===== src/rtl/bsram_addr_pkg.sv =====
package bsram_addr_pkg;

  typedef enum logic {
    ORDER_LINEAR      = 1'b0,
    ORDER_INTERLEAVED = 1'b1
  } burst_order_e;

endpackage


===== src/rtl/bsram_strobe_dec.sv =====
module bsram_strobe_dec (
  input  logic proc_strb_n,
  input  logic ctrl_strb_n,
  input  logic en1_n,
  input  logic en2,
  input  logic en3_n,
  output logic take,
  output logic chips_on
);

  logic proc_take;
  logic ctrl_take;

  // The processor strobe only counts while the first enable is active.
  // When both strobes are low the processor wins; both paths do the same load.
  always_comb begin
    proc_take = ~proc_strb_n & ~en1_n;
    ctrl_take = ~ctrl_strb_n & ~proc_take;
    take      = proc_take | ctrl_take;
    chips_on  = ~en1_n & en2 & ~en3_n;
  end

endmodule


===== src/rtl/bsram_burst_ctr.sv =====
module bsram_burst_ctr
  import bsram_addr_pkg::*;
#(
  parameter int CNT_W = 2
) (
  input  logic             clk,
  input  logic             rst,
  input  logic             load,
  input  logic             step_en,
  input  burst_order_e     order,
  input  logic [CNT_W-1:0] start_val,
  output logic [CNT_W-1:0] low_q
);

  localparam logic [CNT_W-1:0] ONE = 1;

  logic [CNT_W-1:0] start_q;
  logic [CNT_W-1:0] step_q;
  logic [CNT_W-1:0] step_nx;
  logic [CNT_W-1:0] low_nx;

  assign step_nx = step_q + ONE;

  always_comb begin
    if (order == ORDER_INTERLEAVED) low_nx = start_q ^ step_nx;
    else                            low_nx = low_q + ONE;
  end

  always_ff @(posedge clk) begin
    if (rst) begin
      start_q <= '0;
      step_q  <= '0;
      low_q   <= '0;
    end else if (load) begin
      start_q <= start_val;
      step_q  <= '0;
      low_q   <= start_val;
    end else if (step_en) begin
      step_q  <= step_nx;
      low_q   <= low_nx;
    end
  end

  // linear order counts up by one, wrapping modulo 2**CNT_W
  assert_linear_step_R6: assert property (@(posedge clk) disable iff (rst)
    (order == ORDER_LINEAR && step_en && !load) |=> low_q == $past(low_q) + ONE);

  // interleaved order changes the low bits by (k-1) XOR k
  assert_interleave_step_R7: assert property (@(posedge clk) disable iff (rst)
    (order == ORDER_INTERLEAVED && step_en && !load)
      |=> (low_q ^ $past(low_q)) == ($past(step_q) ^ ($past(step_q) + ONE)));

  // a load wins over a step request
  assert_load_first_R9: assert property (@(posedge clk) disable iff (rst)
    (load && step_en) |=> low_q == $past(start_val));

endmodule


===== src/rtl/bsram_addr_ctl.sv =====
module bsram_addr_ctl
  import bsram_addr_pkg::*;
#(
  parameter int ADDR_W = 18,
  parameter int CNT_W  = 2
) (
  input  logic              clk,
  input  logic              rst,
  input  logic [ADDR_W-1:0] addr_in,
  input  logic              proc_strb_n,
  input  logic              ctrl_strb_n,
  input  logic              en1_n,
  input  logic              en2,
  input  logic              en3_n,
  input  logic              adv_n,
  input  logic              order_strap,
  output logic [ADDR_W-1:0] addr_q,
  output logic              sel_q
);

  localparam int HI_W = ADDR_W - CNT_W;

  logic            take;
  logic            chips_on;
  logic            load;
  logic            step_en;
  logic [HI_W-1:0] hi_q;
  logic [CNT_W-1:0] low_q;

  bsram_strobe_dec u_dec (
    .proc_strb_n (proc_strb_n),
    .ctrl_strb_n (ctrl_strb_n),
    .en1_n       (en1_n),
    .en2         (en2),
    .en3_n       (en3_n),
    .take        (take),
    .chips_on    (chips_on)
  );

  assign load    = take & chips_on;
  assign step_en = ~take & ~adv_n;

  bsram_burst_ctr #(.CNT_W(CNT_W)) u_ctr (
    .clk       (clk),
    .rst       (rst),
    .load      (load),
    .step_en   (step_en),
    .order     (burst_order_e'(order_strap)),
    .start_val (addr_in[CNT_W-1:0]),
    .low_q     (low_q)
  );

  always_ff @(posedge clk) begin
    if (rst) begin
      hi_q  <= '0;
      sel_q <= 1'b0;
    end else if (take) begin
      sel_q <= chips_on;
      if (chips_on) hi_q <= addr_in[ADDR_W-1:CNT_W];
    end
  end

  assign addr_q = {hi_q, low_q};

  // the edge after a reset cycle leaves everything cleared
  assert_reset_clear_R1: assert property (@(posedge clk)
    $past(rst) |-> (!sel_q && addr_q == '0));

  // an accepted strobe with every enable on captures the address
  assert_capture_R2: assert property (@(posedge clk) disable iff (rst)
    (take && !en1_n && en2 && !en3_n) |=> (sel_q && addr_q == $past(addr_in)));

  // both strobes low with enables on still makes one clean load
  assert_both_strobes_R3: assert property (@(posedge clk) disable iff (rst)
    (!proc_strb_n && !ctrl_strb_n && !en1_n && en2 && !en3_n)
      |=> (sel_q && addr_q == $past(addr_in)));

  // a gated processor strobe with advance high changes nothing
  assert_proc_gated_R4: assert property (@(posedge clk) disable iff (rst)
    (!proc_strb_n && en1_n && ctrl_strb_n && adv_n)
      |=> ($stable(addr_q) && $stable(sel_q)));

  // an accepted strobe with an enable off deselects and keeps the address
  assert_deselect_R5: assert property (@(posedge clk) disable iff (rst)
    (take && !chips_on) |=> (!sel_q && $stable(addr_q)));

  // idle cycles hold the state
  assert_idle_hold_R8: assert property (@(posedge clk) disable iff (rst)
    (proc_strb_n && ctrl_strb_n && adv_n) |=> ($stable(addr_q) && $stable(sel_q)));

endmodule


===== config.mk =====
export PLATFORM = sky130hd
export DESIGN_NAME = bsram_addr_ctl
export DESIGN_NICKNAME = d
export VERILOG_FILES = /design/src/rtl/bsram_addr_pkg.sv /design/src/rtl/bsram_strobe_dec.sv /design/src/rtl/bsram_burst_ctr.sv /design/src/rtl/bsram_addr_ctl.sv
export SDC_FILE = /design/constraint.sdc
export NUM_CORES = 1
export LEC_CHECK = 0
export BUFFER_PORTS_ARGS = -buffer_cell sky130_fd_sc_hd__clkbuf_2
export CAP_MARGIN = 10
export CELL_PAD_IN_SITES_DETAIL_PLACEMENT = 1
export CELL_PAD_IN_SITES_GLOBAL_PLACEMENT = 1
export CORE_AREA = 2 2 61 63
export CTS_CLUSTER_SIZE = 16
export DETAILED_ROUTE_END_ITERATION = 12
export DIE_AREA = 0 0 63 65
export PLACE_DENSITY = 0.81
export SYNTH_ARGS = -nofsm -noshare
export SYNTH_HDL_FRONTEND = slang
export SYNTH_SLANG_ARGS = --single-unit

===== constraint.sdc =====
create_clock -name clk -period 1.09 [get_ports clk]
set_input_delay 0.0545 -clock clk [delete_from_list [all_inputs] [get_ports clk]]
set_output_delay 0.0545 -clock clk [all_outputs]
set_load 0.01 [all_outputs]

==> flow_summary.toml <==
[power_and_ir_drop]
leakagePower_nw = 0.618
power_per_cell_area_mw_per_mm2 = 1100
ir_worst_vdd_mv = 0.694
power.total_mw = 1.55

[logic_synthesis]
ys_seq_area_frac = 0.521
yosys_register_bits = 23
synthDistinctLibCells = 18
synthCells = 108
syn-num-nets = 135
async_flop_share = 0
synth_ff_type = "dfxtp_1"
synth_edf_count = 0
synthesis.area_um2 = 885
yosys_warnings = 0
syn_avg_cell_area_um2 = 8.19

[sta]
clock_skew_ns = 0.00711
max_slew_margin = 0.680
timing.fmax_ghz = 0.916
finalCritPeriodShare = 1.00
worstMarginPinSlew_ns = 0.480
maxSlewViolCount = 0
setup_ws_ns = -0.00203
fin_crit_ns = 1.09
rsz0062_at_grt = "yes"
setup_viol = 1
hold_viol = 0

[setup_path]
start_kind = "flip-flop"
critPathMaxFanout = 2
arrival_ns = 1.34
end_kind = "flip-flop"
required_ns = 1.34
reg2reg_depth = 4
crit_type = "flip-flop to flip-flop"

[placement]
dp_hpwl_um = 1750
port_buffers = 45
place_area_mm2 = 0.00119
place.gp.congestion = 0.686

[hold_path]
hp-class = "input pin to flip-flop"
whs_path_depth = 3

[clock_tree]
cts_sinks = 23
root_buffer = "clkbuf_4"
numCtsBuffers = 3
cts_tree = "done"
h-tree-depth = 1
clk_pin_slew_worst_paths_ns = 0.13
clkLatencyLatePin_ns = 0.31
max-clock-path-buffers = 2

[run_status]
violations = "negative setup slack"
status = "finished with violations"

[route]
routed_via_density = 4.36
drc = 0
detail_route.wirelength_um = 2690
num_vias = 964
first_pass_iters = 2
drt_iter0_drc = 46
ant_nets = 0
avgRoutedWirePerCell_um = 12.2

[global_route]
grt_pass1_wl_um = 4560
track_usage = 0.140
top_usage_layer = "met2"
met3_usage = 0.0451
grt_overflow = 0
grt_pass1_vias = 1020
grtUsageMet2 = 0.266
grt_max_degree = 24
antenna_found_initial = 0
use_met1 = 0.153

[cells_and_area]
fillCellCount = 431
fin_nets = 201
fin_area_mm2 = 0.00141
synthToLayoutAreaGrowth_pct = 59.8
drive_above_1_share = 0.329
diodes = 0

[floorplan]
initial_core_util = 0.253
core_area_mm2 = 0.00350
die_x_um = 63
io_pins = 46
row_count = 22
die-height_um = 65
die_area_mm2 = 0.00410

[flow_run]
maxCapViolCount = 0
cell usage after synthesis, drive strengths merged (2+ instances only):
cell type   n  share of area
dfxtp      23           0.52
a31oi       2          0.014
clkbuf      4          0.017
a21oi      19           0.11
buf         2          0.011
nor3        2          0.011
nand2      39           0.17
o211ai      2          0.017
nor2        2         0.0085
xor2        2          0.020
nand3       3          0.017
xnor2       2          0.020
metrics by stage:
| step | hold WS [ns] | setup WS, ns | cells | util | TNS (ns) |
|---|---|---|---|---|---|
| 2_1_floorplan | 0.124 | 0.0171 | 108 | - | 0 |
| 3_3_place_gp | 0.282 | 0.0245 | 198 | 0.341 | 0 |
| 3_5_place_dp | 0.290 | -0.00348 | 198 | 0.341 | -0.00348 |
| 4_1_cts | 0.0245 | 0.00131 | 220 | 0.401 | 0 |
| 5_1_grt | 0.0366 | -0.0485 | 221 | 0.404 | -0.0964 |
| 6_report | 0.0339 | -0.00203 | 221 | 0.404 | -0.00203 |
registers in the layout, summed over array words and instances (netlist names):
signal and cells:
sel_q 1, u_ctr.step_q 2, hi_q 16, u_ctr.start_q 2, u_ctr.low_q 2
critical path, stage by stage (launching register included):
cell and delay (ns):
dfxtp_2 0.36, xnor3_1 0.37, nand2_1 0.08, o211ai_1 0.08, a31oi_1 0.14
cells in the final DEF (no fill, tap or decap), types with 2 or more instances in the layout:
| cell type | Yosys | layout |
|---|---|---|
| a21oi_1 | 19 | 19 |
| nor2_1 | 2 | 2 |
| buf_12 | 0 | 2 |
| dfxtp_2 | 0 | 2 |
| xor2_1 | 2 | 2 |
| xnor2_1 | 2 | 2 |
| nand3_1 | 3 | 3 |
| dfxtp_1 | 23 | 21 |
| nor3_1 | 2 | 2 |
| a31oi_1 | 2 | 2 |
| dlygate4sd3_1 | 0 | 18 |
| clkbuf_2 | 0 | 45 |
| nand2_1 | 39 | 39 |
| clkbuf_4 | 0 | 3 |
| o211ai_1 | 2 | 2 |
cells by family after synthesis:
kind of cell           count (synthesis)  synth area share
AND/OR/NAND/NOR                       49             0.231
XOR/XNOR                               5            0.0651
multiplexers                           1            0.0113
AO/OA/AOI/OAI                         24             0.144
flip-flops                            23             0.521
buffers and inverters                  6            0.0283
power by group:
part	internal [mW]	switching (mW)	total, mW
sequential	0.870	0.0193	0.890
clock	0.137	0.265	0.403
combinational	0.145	0.116	0.261
repair_timing:
action                                  4_1_cts  5_1_grt
hold buffers                                 18        0
gates resized for setup                       1        1
cloned                                        0        0
buffers inserted                              0        1
hold endpoints to repair                     19        0
endpoints found under the setup margin        1        2
pin swaps                                     2        1
worst paths after layout:
check	start	end	slack, ns
setup / recovery	u_ctr.step_q[1]	u_ctr.low_q[1]	-0.002
hold reg to reg	hi_q[12]	hi_q[12]	0.47
hold / removal	ctrl_strb_n	sel_q	0.03
setup reg to reg	u_ctr.step_q[1]	u_ctr.low_q[1]	-0.002
per-layer routing:
metal / routed length (µm) / vias to the layer above
li1: - / 487
met1: 1130 / 434
met2: 1350 / 41
met3: 204 / 2
met4: 8 / 0
met5: 0 / -
final cells by class:
class / count / area [µm²] / share of cell area
Multi-Input combinational cell: 79 / 399 / 0.282
Clock buffer: 3 / 22.5 / 0.0159
Timing Repair Buffer: 67 / 464 / 0.328
Clock inverter: 1 / 5.00 / 0.00354
Tap cell: 48 / 60.1 / 0.0425
Sequential cell: 23 / 463 / 0.327
No activity file was read; power rests on OpenSTA's default activity.
